`config.mk`:
```
export PLATFORM = sky130hd
export DESIGN_NAME = pg_sleep_ctrl
export DESIGN_NICKNAME = d
export VERILOG_FILES = /design/src/rtl/pg_sleep_pkg.sv /design/src/rtl/pg_idle_join.sv /design/src/rtl/pg_dwell_timer.sv /design/src/rtl/pg_sleep_ctrl.sv
export SDC_FILE = /design/constraint.sdc
export NUM_CORES = 1
export LEC_CHECK = 0
export ABC_AREA = 1
export BUFFER_PORTS_ARGS = -buffer_cell sky130_fd_sc_hd__buf_2
export CORE_MARGIN = 3
export CORE_UTILIZATION = 30
export CTS_BUF_LIST = sky130_fd_sc_hd__clkbuf_8
export CTS_CLUSTER_DIAMETER = 30
export DETAILED_ROUTE_END_ITERATION = 6
export GPL_TIMING_DRIVEN = 0
export PLACE_DENSITY = 0.48
export SYNTH_ARGS = -nofsm -noshare
export SYNTH_HDL_FRONTEND = slang
export SYNTH_SLANG_ARGS = --single-unit
```
`constraint.sdc`:
```
create_clock -name clk -period 2.45 [get_ports clk]
set_clock_uncertainty 0.1 [all_clocks]
set_input_delay 0.49 -clock clk [delete_from_list [all_inputs] [get_ports clk]]
set_output_delay 0.49 -clock clk [all_outputs]
set_load 0.02 [all_outputs]
```
`src/rtl/pg_sleep_pkg.sv`:
```
package pg_sleep_pkg;

    typedef enum logic [2:0] {
        S_RUN         = 3'd0,
        S_FLUSH       = 3'd1,
        S_SAVE        = 3'd2,
        S_ISOLATE     = 3'd3,
        S_GATED       = 3'd4,
        S_WAKE_WEAK   = 3'd5,
        S_WAKE_STRONG = 3'd6,
        S_RESTORE     = 3'd7
    } pg_state_t;

    localparam logic [2:0] PH_RUN     = 3'd0;
    localparam logic [2:0] PH_FLUSH   = 3'd1;
    localparam logic [2:0] PH_SAVE    = 3'd2;
    localparam logic [2:0] PH_GATED   = 3'd3;
    localparam logic [2:0] PH_WAKE    = 3'd4;
    localparam logic [2:0] PH_RESTORE = 3'd5;

endpackage

```
`src/rtl/pg_idle_join.sv`:
```
module pg_idle_join #(
    parameter int NUM_CORES = 2
) (
    input  logic [NUM_CORES-1:0] core_idle,
    output logic                 all_idle
);
    // Running AND across the cores, one stage per core.
    logic [NUM_CORES:0] chain;
    assign chain[0] = 1'b1;
    generate
        for (genvar g = 0; g < NUM_CORES; g++) begin : g_core
            assign chain[g+1] = chain[g] & core_idle[g];
        end
    endgenerate
    assign all_idle = chain[NUM_CORES];
endmodule

```
`src/rtl/pg_dwell_timer.sv`:
```
module pg_dwell_timer #(
    parameter int CNT_W = 8
) (
    input  logic             clk,
    input  logic             rst_n,
    input  logic             clear,
    input  logic [CNT_W-1:0] limit,
    output logic             done
);
    logic [CNT_W-1:0] cnt_q;

    always_ff @(posedge clk or negedge rst_n) begin
        if (!rst_n)     cnt_q <= '0;
        else if (clear) cnt_q <= '0;
        else            cnt_q <= cnt_q + 1'b1;
    end

    // The count starts at zero when a state is entered, so done first
    // rises in the (limit+1)-th cycle of that state.
    assign done = (cnt_q == limit);
endmodule

```
`src/rtl/pg_sleep_ctrl.sv`:
```
module pg_sleep_ctrl
    import pg_sleep_pkg::*;
#(
    parameter int NUM_CORES = 2,
    parameter int CNT_W     = 8
) (
    input  logic                 clk,
    input  logic                 rst_n,
    input  logic [NUM_CORES-1:0] core_idle,
    input  logic                 wake_req,
    input  logic                 flush_ack,
    input  logic                 save_ack,
    input  logic                 restore_ack,
    input  logic [CNT_W-1:0]     inrush_cycles,
    input  logic [CNT_W-1:0]     settle_cycles,
    output logic                 flush_req,
    output logic                 save_req,
    output logic                 restore_req,
    output logic                 weak_sw_en,
    output logic                 strong_sw_en,
    output logic                 iso_en,
    output logic [2:0]           phase
);
    pg_state_t        state_q, state_d;
    logic             all_idle;
    logic             abort_entry;
    logic             dwell_done;
    logic             dwell_clear;
    logic             timed_state;
    logic [CNT_W-1:0] dwell_limit;

    pg_idle_join #(.NUM_CORES(NUM_CORES)) i_idle (
        .core_idle (core_idle),
        .all_idle  (all_idle)
    );

    assign timed_state = (state_q == S_WAKE_WEAK) || (state_q == S_WAKE_STRONG);
    assign dwell_limit = (state_q == S_WAKE_WEAK) ? inrush_cycles : settle_cycles;
    assign dwell_clear = !timed_state || (state_d != state_q);

    pg_dwell_timer #(.CNT_W(CNT_W)) i_dwell (
        .clk   (clk),
        .rst_n (rst_n),
        .clear (dwell_clear),
        .limit (dwell_limit),
        .done  (dwell_done)
    );

    assign abort_entry = wake_req || !all_idle;

    // State register
    always_ff @(posedge clk or negedge rst_n) begin
        if (!rst_n) state_q <= S_RUN;
        else        state_q <= state_d;
    end

    // Transitions
    always_comb begin
        state_d = state_q;
        unique case (state_q)
            S_RUN:         if (all_idle && !wake_req) state_d = S_FLUSH;
            S_FLUSH:       if (abort_entry)           state_d = S_RUN;
                           else if (flush_ack)        state_d = S_SAVE;
            S_SAVE:        if (abort_entry)           state_d = S_RUN;
                           else if (save_ack)         state_d = S_ISOLATE;
            S_ISOLATE:                                state_d = S_GATED;
            S_GATED:       if (wake_req)              state_d = S_WAKE_WEAK;
            S_WAKE_WEAK:   if (dwell_done)            state_d = S_WAKE_STRONG;
            S_WAKE_STRONG: if (dwell_done)            state_d = S_RESTORE;
            S_RESTORE:     if (restore_ack)           state_d = S_RUN;
            default:                                  state_d = S_RUN;
        endcase
    end

    // Moore outputs
    always_comb begin
        flush_req    = 1'b0;
        save_req     = 1'b0;
        restore_req  = 1'b0;
        weak_sw_en   = 1'b1;
        strong_sw_en = 1'b1;
        iso_en       = 1'b0;
        phase        = PH_RUN;
        unique case (state_q)
            S_RUN: ;
            S_FLUSH: begin
                flush_req = 1'b1;
                phase     = PH_FLUSH;
            end
            S_SAVE: begin
                save_req = 1'b1;
                phase    = PH_SAVE;
            end
            S_ISOLATE: begin
                iso_en = 1'b1;
                phase  = PH_GATED;
            end
            S_GATED: begin
                weak_sw_en   = 1'b0;
                strong_sw_en = 1'b0;
                iso_en       = 1'b1;
                phase        = PH_GATED;
            end
            S_WAKE_WEAK: begin
                strong_sw_en = 1'b0;
                iso_en       = 1'b1;
                phase        = PH_WAKE;
            end
            S_WAKE_STRONG: begin
                iso_en = 1'b1;
                phase  = PH_WAKE;
            end
            S_RESTORE: begin
                restore_req = 1'b1;
                phase       = PH_RESTORE;
            end
            default: ;
        endcase
    end
endmodule

```
==> results by group <==
Synth
  • Adder-cell share of the synthesized area: 1.24%
  • Synth unique cells: 25
  • Syn Nets: ~180
  • Sequential area share after synthesis: 27.2%
  • Post-synthesis compound-gate area fraction: 3.71%
  • Total number of yosys warnings: 0
  • Mapped Cells: 157
  • Mux contribution to synthesized area: 0%
  • Largest family of logic cells by synthesized area: simple AND/OR/NAND/NOR gates
  • Mapped Area: just over 1000 um^2
  • Xor and xnor area share after synthesis: 5.19%
  • Post-Syn Area per Cell: 6.45 um^2
  • Yosys reg bits: 11
  • Simple-gate area share of the yosys netlist: 48.3%

Pwr
  • LEAKAGE: 0.670 nW
  • Clk network pwr share: 19.1%
  • Switch share: a little under half
  • Seq pwr share: 23.0%
  • PD cells: approximately 750 nW/um^2
  • Internal cell power: 0.508 mW
  • Design Power: about 0.95 mW
  • Power share of the combinational group: 57.8%
  • Switching pwr: 0.441 mW
  • Worst VDD drop: 0.000379 V

Cells and area
  • Area growth syn-to-layout: 25.7%
  • Most common cell after layout, fill and taps aside: nand2_1
  • Fin util: 40.7%
  • Share of cells above drive strength 1: between 20 and 30%
  • Commonest non-fill, non-tap cells in the layout: 46 x nand2_1, 32 x buf_2, 22 x inv_1
  • ANT cells: 0
  • Fillers: 356
  • Fin nets: 219
  • Multi-input gate area: 592 um^2
  • Seq. cell area: 275 um^2

Setup path
  • Worst path required time: 1.86 ns
  • Max FO, Critical Path: 10
  • CP Data Arrival Time: 1.56 ns
  • Nature of the critical path endpoint: output port
  • Crit Path Category: reg -> out
  • CP Launch Type: flop

Floorplanning
  • Die area: 4110 um^2
  • Core box area: 3130 um^2
  • Initial core utilization: 32.4%
  • DIE HEIGHT: between 60 and 70 um
  • Row count: 20
  • Die Wd: 64.1 um
  • I/O pin cnt: 33

Timing
  • Max-Slew Margin vs Limit: between 70% and 80%
  • RSZ-0062 raised after global routing: false
  • Final WS setup: 0.305 ns
  • Final Max Slew Viols: 0
  • Min cycle time layout: about 2.1 ns
  • Final TNS setup: 0 ns
  • Final period utilization: slightly below 90%
  • Fmax: 466 MHz
  • Hold slack: 0.0152 ns
  • Final setup viols: 0
  • Final Hold Viols: 0
  • Slew @ Worst Pin: roughly 0.35 ns

Route
  • Vias per cell: between 4 and 5
  • DR DRC count: 0
  • DR WL/cell: 11.5 um
  • Total Wirelength: approximately 2700 um
  • Drt pass-1 iters: 6
  • Post-DRT Antenna Nets: 0
  • DRT iter0 DRCs: 37
  • DR vias: roughly 1100

Clocking
  • Post-CTS setup buffers: 0
  • TritonCTS clock tree: built
  • PostCTS Resize Cnt: 0
  • Worst skew pair latency: 0.24 ns
  • CTS clk-pin slew, worst paths: 0.05 ns
  • H-tree levels: 1
  • Post-CTS Hold Fix Bufs: 0
  • Clock Tree Buf Depth: 2
  • Clock Sink Count: 11
  • Clock buffer count from CTS: 3
  • CTS Root Cell: clkbuf_8

Placement
  • Port Buffer Count: 32
  • Detailed placement HPWL: 2160 um
  • Pre-CTS WS: roughly 0.43 ns
  • Global placer's final weighted congestion: 0.757

Status
  • Run status: finished, final reports clean

Global routing
  • Pin count of the biggest net entering global routing: 12
  • Global-route wire length before repair: 4480 um
  • Gr usage total: around 14%
  • Number of global-route vias before repair: approximately 1000
  • Number of antenna violations at the first check in global routing: 0
  • Total grt overflow: 0

Worst hold path
  • Hold Crit Class: in -> async

Run
  • Total of max-cap violations: 0
==> critical path, stage by stage (launching register included) <==
cell and delay [ns]:
dfrtp_1 0.42, buf_4 0.20, nor2_1 0.23, nand2_1 0.12
nand2_1 0.07, inv_1 0.05, nand3_1 0.06, buf_2 0.16
==> flip-flops by register name, summed over array words and instances (netlist names) <==
register and count:
i_dwell.cnt_q 8, state_q 3
==> layer usage <==
metal	vias to the layer above	global-route usage [%]	part of all wire, %
li1	573	-	-
met1	460	18.1	46
met2	38	23.1	46
met3	6	2.99	6.2
met4	0	4.85	1.5
met5	-	0	0
==> power by group through the flow <==
stage | registers [mW] | logic, mW | clock network [mW]
finish | 0.218 | 0.549 | 0.181
global route | 0.220 | 0.619 | 0.196
CTS | 0.219 | 0.557 | 0.189
detailed placement | 0.222 | 0.555 | 0
global placement | 0.222 | 0.551 | 0
floorplan | 0.219 | 0.403 | 0
==> worst paths after layout <==
check / start / to / slack (ns) / cells past startpoint
worst max-delay path: state_q[0] / iso_en / 0.30 / 7
worst min-delay path: rst_n / i_dwell.cnt_q[5] / 0.02 / 1
worst max register to register: state_q[0] / i_dwell.cnt_q[3] / 0.47 / 14
worst min register to register: i_dwell.cnt_q[0] / i_dwell.cnt_q[0] / 0.40 / 1
max in group asynchronous: rst_n / state_q[2] / 2.02 / 1
min in group clk: i_dwell.cnt_q[0] / i_dwell.cnt_q[0] / 0.40 / 1
==> through the flow <==
stage               area [um^2]  std cells
floorplan                  1010        157
global placement           1230        233
detailed placement         1230        233
CTS                        1270        237
global route               1270        237
finish                     1270        237
==> kinds of logic after synthesis <==
logic type / Yosys count
buffers and inverters: 29
flip-flops: 11
AND/OR/NAND/NOR: 104
adder cells (fa/ha/maj): 1
AO/OA/AOI/OAI: 6
XOR/XNOR: 6
==> cell type report <==
cell class	count	area share (%)
plain buffers	5	4.33
clock buffers	3	3.24
clock inverters	1	0.295
inverters	24	7.08
multi-input cells	117	46.5
flip-flops and latches	11	21.6
well taps	44	4.33
repair buffers	32	12.6
==> Yosys cell counts, drive strengths merged <==
| master | instances | area [um^2] |
|---|---|---|
| ha | 1 | 12.5 |
| inv | 24 | 90.1 |
| nor3b | 1 | 7.51 |
| buf | 4 | 41.3 |
| o21ai | 1 | 5.00 |
| nand3 | 22 | 128 |
| nand4 | 8 | 50.1 |
| nand2 | 48 | 185 |
| xor2 | 4 | 35.0 |
| dfrtp | 11 | 275 |
| and2 | 1 | 6.26 |
| a21oi | 3 | 15.0 |
| nand3b | 3 | 22.5 |
| nor2 | 18 | 75.1 |
| clkbuf | 1 | 13.8 |
| a211oi | 1 | 7.51 |
| o211a | 1 | 10.0 |
| xnor2 | 2 | 17.5 |
| nor3 | 3 | 15.0 |
No activity file was read; power rests on OpenSTA's default activity.
